### config.mk
export PLATFORM = sky130hd
export DESIGN_NAME = therm_guard
export DESIGN_NICKNAME = d
export VERILOG_FILES = /design/src/rtl/therm_pkg.sv /design/src/rtl/hot_qualifier.sv /design/src/rtl/hold_timer.sv /design/src/rtl/irq_status.sv /design/src/rtl/therm_guard.sv
export SDC_FILE = /design/constraint.sdc
export NUM_CORES = 1
export LEC_CHECK = 0
export BUFFER_PORTS_ARGS = -buffer_cell sky130_fd_sc_hd__buf_4
export CAP_MARGIN = 15
export CORE_ASPECT_RATIO = 1.25
export CORE_MARGIN = 4
export CORE_UTILIZATION = 48
export DETAILED_ROUTE_END_ITERATION = 16
export PLACE_DENSITY = 0.76
export SETUP_SLACK_MARGIN = 0.2
export SLEW_MARGIN = 0
export SYNTH_ARGS = -nofsm -noshare
export SYNTH_HDL_FRONTEND = slang
export SYNTH_SLANG_ARGS = --single-unit
### constraint.sdc
create_clock -name clk -period 2.1 [get_ports clk]
set_clock_uncertainty 0.05 [all_clocks]
set_input_delay 0.105 -clock clk [delete_from_list [all_inputs] [get_ports clk]]
set_output_delay 0.105 -clock clk [all_outputs]
set_load 0.05 [all_outputs]
### src/rtl/therm_pkg.sv
package therm_pkg;
  typedef enum logic [1:0] {
    ST_RUN  = 2'd0,
    ST_DOWN = 2'd1,
    ST_HOLD = 2'd2,
    ST_UP   = 2'd3
  } thr_state_e;

  localparam int unsigned N_EVT   = 2;
  localparam int unsigned EVT_DOWN = 0;
  localparam int unsigned EVT_UP   = 1;
endpackage

### src/rtl/hot_qualifier.sv
module hot_qualifier #(
  parameter int unsigned CNT_W = 4
) (
  input  logic             clk,
  input  logic             rst,
  input  logic             hot_i,
  input  logic [CNT_W-1:0] limit_i,
  output logic             hot_q_o
);
  localparam logic [CNT_W-1:0] CNT_MAX = {CNT_W{1'b1}};

  logic [CNT_W-1:0] run_cnt;
  logic [CNT_W:0]   need;
  logic [CNT_W:0]   seen;

  // a limit of zero behaves as one sample
  assign need    = (limit_i == '0) ? (CNT_W+1)'(1) : {1'b0, limit_i};
  assign seen    = {1'b0, run_cnt} + (CNT_W+1)'(1);
  assign hot_q_o = hot_i && (seen >= need);

  always_ff @(posedge clk) begin
    if (rst)               run_cnt <= '0;
    else if (!hot_i)       run_cnt <= '0;
    else if (run_cnt != CNT_MAX) run_cnt <= run_cnt + 1'b1;
  end

  // a cool sample restarts the run
  a_r3_run_restart: assert property (@(posedge clk) disable iff (rst)
    !hot_i |=> run_cnt == '0);
endmodule

### src/rtl/hold_timer.sv
module hold_timer #(
  parameter int unsigned WAIT_CYC = 1000
) (
  input  logic clk,
  input  logic rst,
  input  logic run_i,
  output logic expire_o
);
  localparam int unsigned TW = (WAIT_CYC < 2) ? 1 : $clog2(WAIT_CYC);
  localparam logic [TW-1:0] LAST = TW'(WAIT_CYC - 1);

  logic [TW-1:0] cnt;

  assign expire_o = run_i && (cnt == LAST);

  always_ff @(posedge clk) begin
    if (rst || !run_i || expire_o) cnt <= '0;
    else                           cnt <= cnt + 1'b1;
  end

  // the count never passes the end of the window
  a_r5_cnt_bound: assert property (@(posedge clk) disable iff (rst)
    cnt <= LAST);
endmodule

### src/rtl/irq_status.sv
module irq_status #(
  parameter int unsigned N_EV = 2
) (
  input  logic            clk,
  input  logic            rst,
  input  logic [N_EV-1:0] set_i,
  input  logic [N_EV-1:0] clr_i,
  output logic [N_EV-1:0] stat_o,
  output logic            irq_o
);
  logic [N_EV-1:0] stat_nx;

  for (genvar g = 0; g < N_EV; g++) begin : g_bit
    assign stat_nx[g] = set_i[g] | (stat_o[g] & ~clr_i[g]);

    always_ff @(posedge clk) begin
      if (rst) stat_o[g] <= 1'b0;
      else     stat_o[g] <= stat_nx[g];
    end

    // write-one clears unless a new event lands together with it
    a_r9_w1c: assert property (@(posedge clk) disable iff (rst)
      (clr_i[g] && !set_i[g]) |=> !stat_o[g]);
  end

  always_ff @(posedge clk) begin
    if (rst) irq_o <= 1'b0;
    else     irq_o <= |stat_nx;
  end

  // the line follows the status bits
  a_r8_irq_level: assert property (@(posedge clk) disable iff (rst)
    irq_o == (stat_o != '0));
endmodule

### src/rtl/therm_guard.sv
module therm_guard
  import therm_pkg::*;
#(
  parameter int unsigned PT_W     = 4,
  parameter int unsigned QUAL_W   = 4,
  parameter int unsigned WAIT_CYC = 1000,
  parameter logic [PT_W-1:0] RST_PT = '0
) (
  input  logic              clk,
  input  logic              rst,
  input  logic              hot_i,
  input  logic              sw_req_i,
  input  logic [PT_W-1:0]   sw_pt_i,
  input  logic [PT_W-1:0]   cfg_low_pt_i,
  input  logic [QUAL_W-1:0] cfg_qual_i,
  input  logic [N_EVT-1:0]  irq_clr_i,
  output logic              tr_req_o,
  output logic [PT_W-1:0]   tr_pt_o,
  input  logic              tr_ack_i,
  input  logic              tr_fail_i,
  output logic              throttled_o,
  output logic              duty_en_o,
  output logic              irq_o,
  output logic [N_EVT-1:0]  irq_stat_o
);
  thr_state_e       state;
  logic [PT_W-1:0]  want;     // software target, also the restore target
  logic [PT_W-1:0]  want_nx;
  logic [PT_W-1:0]  applied;  // last point confirmed by the sequencer
  logic             hot_q;
  logic             expire;
  logic             ack_v;
  logic [N_EVT-1:0] ev_set;

  assign want_nx = sw_req_i ? sw_pt_i : want;
  assign ack_v   = tr_ack_i && tr_req_o;

  always_comb begin
    ev_set           = '0;
    ev_set[EVT_DOWN] = (state == ST_DOWN) && ack_v;
    ev_set[EVT_UP]   = (state == ST_UP)   && ack_v;
  end

  hot_qualifier #(.CNT_W(QUAL_W)) u_qual (
    .clk     (clk),
    .rst     (rst),
    .hot_i   (hot_i),
    .limit_i (cfg_qual_i),
    .hot_q_o (hot_q)
  );

  hold_timer #(.WAIT_CYC(WAIT_CYC)) u_hold (
    .clk      (clk),
    .rst      (rst),
    .run_i    (state == ST_HOLD),
    .expire_o (expire)
  );

  irq_status #(.N_EV(N_EVT)) u_irq (
    .clk    (clk),
    .rst    (rst),
    .set_i  (ev_set),
    .clr_i  (irq_clr_i),
    .stat_o (irq_stat_o),
    .irq_o  (irq_o)
  );

  always_ff @(posedge clk) begin
    if (rst) begin
      state     <= ST_RUN;
      want      <= RST_PT;
      applied   <= RST_PT;
      tr_req_o  <= 1'b0;
      tr_pt_o   <= RST_PT;
      duty_en_o <= 1'b0;
    end else begin
      want <= want_nx;
      unique case (state)
        ST_RUN: begin
          if (tr_req_o) begin
            if (ack_v) begin
              tr_req_o <= 1'b0;
              if (!tr_fail_i) applied <= tr_pt_o;
            end
          end else if (hot_q) begin
            state    <= ST_DOWN;
            tr_req_o <= 1'b1;
            tr_pt_o  <= cfg_low_pt_i;
          end else if (want_nx != applied) begin
            tr_req_o <= 1'b1;
            tr_pt_o  <= want_nx;
          end
        end
        ST_DOWN: begin
          if (ack_v) begin
            tr_req_o <= 1'b0;
            state    <= ST_HOLD;
            if (tr_fail_i) duty_en_o <= 1'b1;
            else           applied   <= tr_pt_o;
          end
        end
        ST_HOLD: begin
          if (expire && !hot_i) begin
            state    <= ST_UP;
            tr_req_o <= 1'b1;
            tr_pt_o  <= want_nx;
          end
        end
        ST_UP: begin
          if (ack_v) begin
            tr_req_o  <= 1'b0;
            duty_en_o <= 1'b0;
            state     <= ST_RUN;
            if (!tr_fail_i) applied <= tr_pt_o;
          end
        end
        default: state <= ST_RUN;
      endcase
    end
  end

  assign throttled_o = (state != ST_RUN);

  // a pending request keeps its point until acknowledged
  a_r2_req_hold: assert property (@(posedge clk) disable iff (rst)
    (tr_req_o && !tr_ack_i) |=> (tr_req_o && $stable(tr_pt_o)));

  // throttling only starts on a hot sample
  a_r3_hot_seen: assert property (@(posedge clk) disable iff (rst)
    $rose(throttled_o) |-> $past(hot_i));

  // entering throttle requests the programmed low point
  a_r4_low_point: assert property (@(posedge clk) disable iff (rst)
    $rose(throttled_o) |-> (tr_req_o && tr_pt_o == $past(cfg_low_pt_i)));

  // status bits are set only by an acknowledge
  a_r8_down_evt: assert property (@(posedge clk) disable iff (rst)
    $rose(irq_stat_o[EVT_DOWN]) |-> $past(tr_ack_i));
  a_r8_up_evt: assert property (@(posedge clk) disable iff (rst)
    $rose(irq_stat_o[EVT_UP]) |-> $past(tr_ack_i));

  // fallback starts only from a failed acknowledge
  a_r10_duty_cause: assert property (@(posedge clk) disable iff (rst)
    $rose(duty_en_o) |-> $past(tr_ack_i && tr_fail_i));

  // nothing is requested while holding at the low point
  a_r11_quiet_hold: assert property (@(posedge clk) disable iff (rst)
    (state == ST_HOLD) |-> !tr_req_o);
endmodule

==> out/metrics.cfg <==
[timing]
maxSlewViolCount=0
rsz0062_at_grt=yes
setup_ws_ps=-70.7
max_slew_margin_pct=65.3
period_minus_slack_ps=2170
hold_viol=0
holdWs_ps=52.6
finalCritPeriodShare_pct=103
setup_violations=4
tightest_slew_ps=517
fmax_ghz=0.461

[critical_path]
crit_family=compound AO/OA/AOI/OAI gates
path_max_fanout=7
reg2reg_to=tr_pt_o[0]$_SDFFE_PP0P_
crit_start=u_qual.run_cnt[0]$_SDFFE_PP0N_
path_cells=ha_4 -> xnor2_4 -> inv_2 -> ha_4 -> a21oi_4 -> o21ai_4 -> a41oi_4 -> buf_4 -> o21ai_2 -> o41ai_2
end_kind=flip-flop
crit_buf_inv=2
critical_path_arrival_ps=2320
cp_slowest_stage_delay_ps=360
cp_slowest_cell=dfxtp_4
start_kind=flip-flop
required_ps=2240
reg2reg_from=u_qual.run_cnt[0]$_SDFFE_PP0N_
reg2reg_slack_ps=-70
reg2regPathDepth=10
crit_top_cell=ha_4
crit_type=flip-flop to flip-flop

[flow_run]
max_cap_viol_count=0

[run_status]
violations=negative setup slack
status=complete, but fails checks

[layout]
fin_nets=259
nFillCells=245
diodes=0
layout.cells.non_filler=265
area_growth_pct=34.1
finalInstanceArea_um2=2270
drive_gt1_share_pct=34.2

[global_routing]
antenna_found_initial=0
grt_first_pass_wirelength_um=6580
grt_pass1_vias=1525
track_usage_pct=19.5
grt.overflow.total=0
grt_max_degree=27

[detailed_routing]
first_pass_iters=4
antenna_left=0
drt_iter0_markers=53
wl_um=3940
num_vias=1487
wire_per_inst_um=14.9
viasPerCell=5.61
drc=0

[synth]
synth.avg_cell_area_um2=8.90
ys_ff_latch=33
synth.cells.most_frequent=dfxtp_1, nor2_1, ha_1, inv_1, o21ai_0
netlist_area_um2=1690
synth_warnings=0
synth_top_area_share_pct=39.1
yosysMostFrequentCell=dfxtp_1
synth-edff-count=0
synth.yosys.seq_area_share_pct=39.1
yosys.area.top_type=dfxtp_1
synth.area.top_cells=dfxtp_1, ha_1, nor2_1
synth_ff_type=dfxtp_1
syn-num-nets=222
postSynth.asyncResetShare_pct=0
netlist_instances=190
synthDistinctLibCells=36

[power_and_ir_drop]
ir_drop_mv=0.775
p_leak_nw=0.923
power.density_nw_per_um2=876
p_total_w=0.00199

[min_path]
min_path_cells=3
hold_class=input pin to flip-flop
min_to=want[2]$_SDFF_PP0_
hold_start=sw_pt_i[2]

[cts]
cts_made_buffers=5
clk_pin_slew_ps=70
cts_root_buf=clkbuf_8
clk_latency_ps=290
clockBufferDepth=2
holdBufCountCts=0
cts_tree=built
ctsHtreeMaxLevel=2
clkSinkCount=33

[floorplan]
coreArea_um2=3310
fp-row-count=23
die_width_um=61.1
io-pin-count=30
dieHeight_um=74.4
die_area_um2=4540
initial_core_util_pct=51.1

[placed_design]
place_hpwl_um=2830
gp_congestion=0.815
portBuffers=29
dp.cells=251
placed_area_um2=2020

==> per-layer routing <==
layer  vias to the layer above  global-route usage, %  share of wire (%)
li1                        736                      -                  -
met1                       704                   22.8                 42
met2                        39                   30.8                 50
met3                         8                   6.77                5.2
met4                         0                   10.8                2.8
met5                         -                      0                  0
==> worst max-delay path by stage <==
| stage | endpoint | slack [ps] | cells past startpoint |
|---|---|---|---|
| final | tr_pt_o[0]$_SDFFE_PP0P_ | -70 | 10 |
| after global routing | tr_pt_o[2]$_SDFFE_PP0P_ | -140 | 10 |
| after CTS | tr_pt_o[3]$_SDFFE_PP0P_ | -20 | 9 |
| after detailed placement | tr_pt_o[3]$_SDFFE_PP0P_ | -90 | 10 |
| after global placement | tr_pt_o[0]$_SDFFE_PP0P_ | 40 | 8 |
| after floorplan | tr_pt_o[0]$_SDFFE_PP0P_ | 120 | 10 |
==> flip-flops by register name (all words and copies together) (netlist names) <==
register,count
u_hold.cnt,10
applied,4
tr_pt_o,4
u_qual.run_cnt,4
want,4
state,2
u_irq.stat_o,2
duty_en_o,1
tr_req_o,1
u_irq.irq_o,1
==> power breakdown <==
group	leakage [nW]	internal (W)	switching, W
Clock	0.0439	0.000228	0.000238
Combinational	0.609	0.000283	0.000479
Sequential	0.270	0.000689	0.0000689
Total	0.923	0.00120	0.000785
==> layout make-up <==
type	instances	area [um^2]	share of cell area [%]
multi-input combinational	139	1150	50.8
inverter	12	45.0	1.99
clock inverter	3	17.5	0.773
clock buffer	5	68.8	3.04
timing repair buffer	36	270	11.9
tap	37	46.3	2.04
sequential	33	667	29.4
==> kinds of logic (layout without fill, tap and decap cells) <==
logic type / Yosys count / count (layout) / synth area share (%)
and+or+nand+nor: 67 / 67 / 19.5
AOI/OAI and AO/OA: 37 / 37 / 14.1
buffers and inverters: 18 / 56 / 4.88
xor gates and xnor gates: 13 / 13 / 6.74
adders and majority gates: 12 / 12 / 8.88
muxes: 10 / 10 / 6.81
DFF: 33 / 33 / 39.1
==> tightest hold or removal path: stages <==
cell and delay (ps):
buf_4 80, mux2i_2 90, nor2_1 90
==> metrics by stage <==
| step | TNS, ps | setup WS, ps | utilization (%) |
|---|---|---|---|
| after floorplan | 0 | 124 | - |
| after global placement | 0 | 39.4 | 61.2 |
| after detailed placement | -325 | -86.3 | 61.2 |
| after CTS | -52.7 | -22.5 | 66.7 |
| after global routing | -570 | -139 | 68.5 |
| final | -213 | -70.7 | 68.5 |
==> placed cells by master, fill, tap and decap left out, types with 2 or more instances in the layout <==
master	n
dfxtp_2	2
o21ai_1	2
inv_1	11
dfxtp_1	30
and3_1	2
xnor2_1	7
nor3_2	2
or3_1	3
clkinv_2	2
a21oi_1	5
o21ai_2	7
mux2i_2	4
clkbuf_8	5
nand2_1	8
nand3_1	9
ha_1	10
nor2b_1	7
ha_4	2
o41ai_4	2
o41ai_2	2
nor2_1	24
o21a_1	2
mux2i_1	6
o21ai_0	3
a31oi_1	2
nor3_1	2
xor2_1	5
nand2b_1	4
buf_4	36
==> what timing repair did <==
item,4_1_cts,5_1_grt
gates resized for setup,13,5
pin swaps,17,4
endpoints found under the setup margin,7,7
buffers inserted,3,3
No activity file was read; power rests on OpenSTA's default activity.
